## src/rtl/prbs_win_pkg.sv

```systemverilog
package prbs_win_pkg;

    // Width of one counter half; the readable word is two halves.
    localparam int CNT_W = 8;
    localparam int REG_W = 2 * CNT_W;

    // Action applied to one counter in a cycle.
    typedef enum logic [1:0] {
        ACT_HOLD  = 2'd0,
        ACT_INC   = 2'd1,
        ACT_LOAD  = 2'd2,
        ACT_CLEAR = 2'd3
    } cnt_act_e;

    // Per-cycle command for both halves.
    typedef struct packed {
        cnt_act_e mf_act;
        cnt_act_e err_act;
    } win_cmd_t;

    // Chooses the action for one counter: a write beats its strobe.
    function automatic cnt_act_e pick_act(input logic wr, input logic strobe,
                                          input cnt_act_e wr_act);
        if (wr)
            return wr_act;
        else if (strobe)
            return ACT_INC;
        else
            return ACT_HOLD;
    endfunction

endpackage

```

## src/rtl/prbs_win_ctl.sv

```systemverilog
module prbs_win_ctl
    import prbs_win_pkg::*;
(
    input  logic     wr_en_i,
    input  logic     err_i,
    input  logic     mf_i,
    output win_cmd_t cmd_o
);

    always_comb begin
        cmd_o.err_act = pick_act(wr_en_i, err_i, ACT_LOAD);
        cmd_o.mf_act  = pick_act(wr_en_i, mf_i, ACT_CLEAR);
    end

endmodule

```

## src/rtl/prbs_sat_ctr.sv

```systemverilog
module prbs_sat_ctr
    import prbs_win_pkg::*;
#(
    parameter int W = CNT_W
) (
    input  logic         clk,
    input  logic         rst,
    input  cnt_act_e     act_i,
    input  logic [W-1:0] load_i,
    output logic [W-1:0] q_o
);

    localparam logic [W-1:0] MAX_V = {W{1'b1}};

    logic [W-1:0] q_r;
    logic         at_max;

    assign at_max = (q_r == MAX_V);

    always_ff @(posedge clk) begin
        if (rst) begin
            q_r <= '0;
        end else begin
            unique case (act_i)
                ACT_INC:   if (!at_max) q_r <= q_r + 1'b1;
                ACT_LOAD:  q_r <= load_i;
                ACT_CLEAR: q_r <= '0;
                default:   q_r <= q_r;
            endcase
        end
    end

    assign q_o = q_r;

endmodule

```

## src/rtl/prbs_win_ctr.sv

```systemverilog
module prbs_win_ctr
    import prbs_win_pkg::*;
#(
    parameter int CW = CNT_W,
    localparam int RW = 2 * CW
) (
    input  logic          clk,
    input  logic          rst,
    input  logic          err_i,
    input  logic          mf_i,
    input  logic          wr_en_i,
    input  logic [RW-1:0] wr_data_i,
    output logic [RW-1:0] cnt_o
);

    win_cmd_t       cmd;
    logic [CW-1:0]  err_q;
    logic [CW-1:0]  mf_q;
    logic           unused_wr_hi;

    // Upper write bits are deliberately ignored.
    assign unused_wr_hi = ^wr_data_i[RW-1:CW];

    prbs_win_ctl u_ctl (
        .wr_en_i (wr_en_i),
        .err_i   (err_i),
        .mf_i    (mf_i),
        .cmd_o   (cmd)
    );

    prbs_sat_ctr #(.W(CW)) u_err_ctr (
        .clk    (clk),
        .rst    (rst),
        .act_i  (cmd.err_act),
        .load_i (wr_data_i[CW-1:0]),
        .q_o    (err_q)
    );

    // Multiframe half is never loaded; its load input is tied to zero.
    prbs_sat_ctr #(.W(CW)) u_mf_ctr (
        .clk    (clk),
        .rst    (rst),
        .act_i  (cmd.mf_act),
        .load_i ('0),
        .q_o    (mf_q)
    );

    assign cnt_o = {mf_q, err_q};

endmodule

```

## config.mk

```make
export PLATFORM = sky130hd
export DESIGN_NAME = prbs_win_ctr
export DESIGN_NICKNAME = d
export VERILOG_FILES = /design/src/rtl/prbs_win_pkg.sv /design/src/rtl/prbs_win_ctl.sv /design/src/rtl/prbs_sat_ctr.sv /design/src/rtl/prbs_win_ctr.sv
export SDC_FILE = /design/constraint.sdc
export NUM_CORES = 1
export LEC_CHECK = 0
export BUFFER_PORTS_ARGS = -buffer_cell sky130_fd_sc_hd__buf_2
export CAP_MARGIN = 30
export CORE_MARGIN = 5
export CORE_UTILIZATION = 45
export DETAILED_ROUTE_END_ITERATION = 8
export PLACE_DENSITY = 0.8
export SYNTH_ARGS = -nofsm -noshare
export SYNTH_HDL_FRONTEND = slang
export SYNTH_SLANG_ARGS = --single-unit
```

## constraint.sdc

```tcl
create_clock -name clk -period 1.7 [get_ports clk]
set_input_delay 0 -clock clk [delete_from_list [all_inputs] [get_ports clk]]
set_output_delay 0 -clock clk [all_outputs]
set_load 0.01 [all_outputs]
```

==> results by group <==
Run status
  • Status: completed

Setup path
  • Bufs and invs on worst path: 0
  • Arrival @ worst endpoint: 1.71 ns
  • Crit path largest cell delay: ~0.41 ns
  • Slowest library cell on the worst path: dfxtp_1
  • Crit path max fanout: 5
  • Top Family by Delay on Critical Path: simple AND/OR/NAND/NOR gates
  • Crit path cell chain: ha_1 > and4_4 > nand3_1 > nor4b_1 > a2111oi_1
  • Worst Path Required: 1.88 ns
  • Crit start category: flip-flop
  • Crit path kind: flip-flop to flip-flop
  • Worst setup EP type: flip-flop

Clock tree
  • # Post-CTS Setup Buffers: 0
  • Hold Buf Count CTS: 7
  • # resized after CTS: 0
  • Number of buffers on the longest clock path: 2
  • CTS tree: built
  • Skew-Pair Late Insertion Delay: between 0.2 and 0.3 ns
  • Clock Sink Count: 16
  • Clock transition at the registers of the reported paths: around 0.10 ns
  • Num CTS Buffers: 3
  • Root Driver: clkbuf_4
  • H-tree lvl count: 1

Drt
  • WL final: 1.972 mm
  • DRC viols: 0
  • DR iter-0 viols: 5
  • Routed Antenna Nets: 0
  • TritonRoute pass-1 iters: 4
  • Avg WL per Cell: roughly 12 um
  • DR vias/cell: approximately 5.4
  • Vias: 867

Timing
  • Tmin final: approximately 1.5 ns
  • Setup TNS: 0 ns
  • Worst-Margin Slew: between 0.2 and 0.3 ns
  • Clock Skew: 0.005125 ns
  • Max transition margin: 0.8024
  • Endpoints failing hold: 0
  • Final worst setup slack: about 0.17 ns
  • Final setup fails: 0
  • Final Cycle Share: 0.9023
  • Slew Limit Fails: 0
  • RSZ-0062 raised after global routing: no
  • Fmax achieved: 651.9 MHz

Power and ir drop
  • Power Density: ~700 nW/um^2
  • Leak pwr: 0.4632 nW
  • Comb pwr share: 0.142
  • Clock network power share: 0.331
  • Maximum VDD drop: between 300 and 400 uV
  • Switching part of the total: 0.2568
  • Switching power: 0.1996 mW
  • Flop pwr share: 0.527
  • Power, Total: ~0.8 mW
  • Cell-internal power: 0.5777 mW

Place
  • Dpl cells: 150
  • Place WS: around 0.18 ns
  • Port bufs: 28
  • Final HPWL DP: between 1 and 1.5 mm
  • GPL Wtd Cong: between 0.7 and 0.8

Global route
  • Tot GR Track Use: 0.1546
  • Most used routing layer in global routing: met2
  • Vias in the first global route: roughly 800
  • Pin count of the biggest net entering global routing: 12
  • First-pass GRT wire length: between 3 and 4 mm
  • Met3 Use GR: 0.02493
  • Grt met1 use: 0.1833
  • GRT Residual Overflow: 0
  • Met2 usage: 0.2661
  • Initial antenna violation count: 0

Job
  • Max Cap Violations: 0

Finish
  • P&R area growth vs syn: 29.35%
  • Layout cells sized above 1: 0.3060
  • Finished Layout Cells: about 160
  • Diode count: 0
  • Nets@finish: about 160

Synth
  • #FFs+latches synth: 16
  • Cell variety after synth: 34
  • Yosys warns: 0
  • Synthesized instance count: 99
  • Syn Nets: 122
  • Mean Syn Cell Area: about 8.8 um^2
  • Seq/Total Area, Yosys: 0.3683
  • Mapped Area: roughly 870 um^2

Die
  • # rows: 16
  • Die width: 53.96 um
  • Io pins: 37
  • Die area: roughly 2900 um^2
  • Core area: 1902 um^2
  • Height of the die: between 50 and 60 um
  • Starting Density: 0.4572

Worst hold path
  • Min-delay worst type: input pin to flip-flop
-- layout make-up --
class | count | area, um^2
flip-flops and latches | 16 | 320.3
well taps | 27 | 33.78
clock buffers | 4 | 36.28
multi-input cells | 76 | 513.0
fillers | 172 | 777.0
repair buffers | 35 | 210.2
inverters | 3 | 11.26
-- kinds of logic (layout without fill, tap and decap cells) --
group           count (synthesis)  after routing  synth area share
xor+xnor                        7              7           0.07050
fa+ha+maj                       2              2           0.02877
flops                          16             16            0.3683
mux                             2              2           0.02302
buf+inv                         7             42           0.04172
simple gates                   40             40            0.2417
compound gates                 25             25            0.2259
-- power by group through the flow --
stage | Sequential (mW) | Clock (mW) | Combinational [mW]
after floorplan | 0.422 | 0 | 0.0529
after detailed placement | 0.418 | 0 | 0.0990
after global routing | 0.413 | 0.276 | 0.123
after global placement | 0.416 | 0 | 0.0956
after CTS | 0.409 | 0.265 | 0.111
final | 0.409 | 0.257 | 0.111
-- registers in the layout, summed over array words and instances (netlist names) --
| name | cells |
|---|---|
| u_err_ctr.q_o | 8 |
| u_mf_ctr.q_o | 8 |
-- path summary, 6_finish.rpt --
| check | depth (start not counted) | from | end | slack [ns] |
|---|---|---|---|---|
| worst min-delay path | 3 | wr_data_i[5] | u_err_ctr.q_o[5] | 0.02 |
| worst min register to register | 2 | u_mf_ctr.q_o[5] | u_mf_ctr.q_o[5] | 0.55 |
| worst max-delay path | 5 | u_err_ctr.q_o[0] | u_err_ctr.q_o[6] | 0.17 |
| worst max register to register | 5 | u_err_ctr.q_o[0] | u_err_ctr.q_o[6] | 0.17 |
-- placed cells by master (no fill, tap or decap), drive strengths merged --
master / instances
inv: 2
a21oi: 8
nand2: 8
o21bai: 1
mux2i: 2
and4: 3
o311a: 1
a2111oi: 1
xnor2: 7
nor3: 4
or2: 1
a211oi: 5
clkbuf: 4
clkinv: 1
dlygate4sd3: 7
nand4: 2
o21ai: 2
nand3: 4
ha: 2
a21boi: 2
nor4b: 1
a41oi: 2
a311oi: 2
nor2: 12
buf: 28
nor3b: 1
dfxtp: 16
a21o: 1
and3: 4
-- routing by layer --
metal  part of all wire  vias to the layer above  routed length (um)
met4              0.025                        0                  50
met2               0.48                       22                 946
met5                  0                        -                   0
li1                   -                      435                   -
met3              0.041                        5                  80
met1               0.45                      405                 894
-- tightest hold or removal path: stages --
cell	delay [ns]
buf_2	0.10
nor2_1	0.11
a211oi_2	0.05
-- cells in the mapped netlist (all sizes together) --
cell type	count	share of area
dfxtp	16	0.37
nor2	12	0.052
a21oi	8	0.046
nand2	8	0.035
xnor2	7	0.071
a211oi	5	0.055
and3	4	0.036
nand3	4	0.023
nor3	4	0.023
and4	3	0.033
buf	3	0.024
a21boi	2	0.026
a311oi	2	0.027
a41oi	2	0.020
ha	2	0.029
inv	2	0.0086
mux2i	2	0.023
nand4	2	0.014
o21ai	2	0.012
a2111oi	1	0.012
a21o	1	0.0086
clkbuf	1	0.0043
clkinv	1	0.0043
nor3b	1	0.0086
nor4b	1	0.010
o21bai	1	0.0086
o311a	1	0.012
or2	1	0.0072
-- metrics by stage --
step                      cell area [um^2]  utilization  hold WS, ns
after floorplan                      869.6            -       0.1440
after global placement                1018       0.5355       0.2549
after detailed placement              1018       0.5355       0.2578
after CTS                             1125       0.5914      0.02027
after global routing                  1125       0.5914      0.03753
final                                 1125       0.5914      0.02120
(Power assumes the default switching activity.)
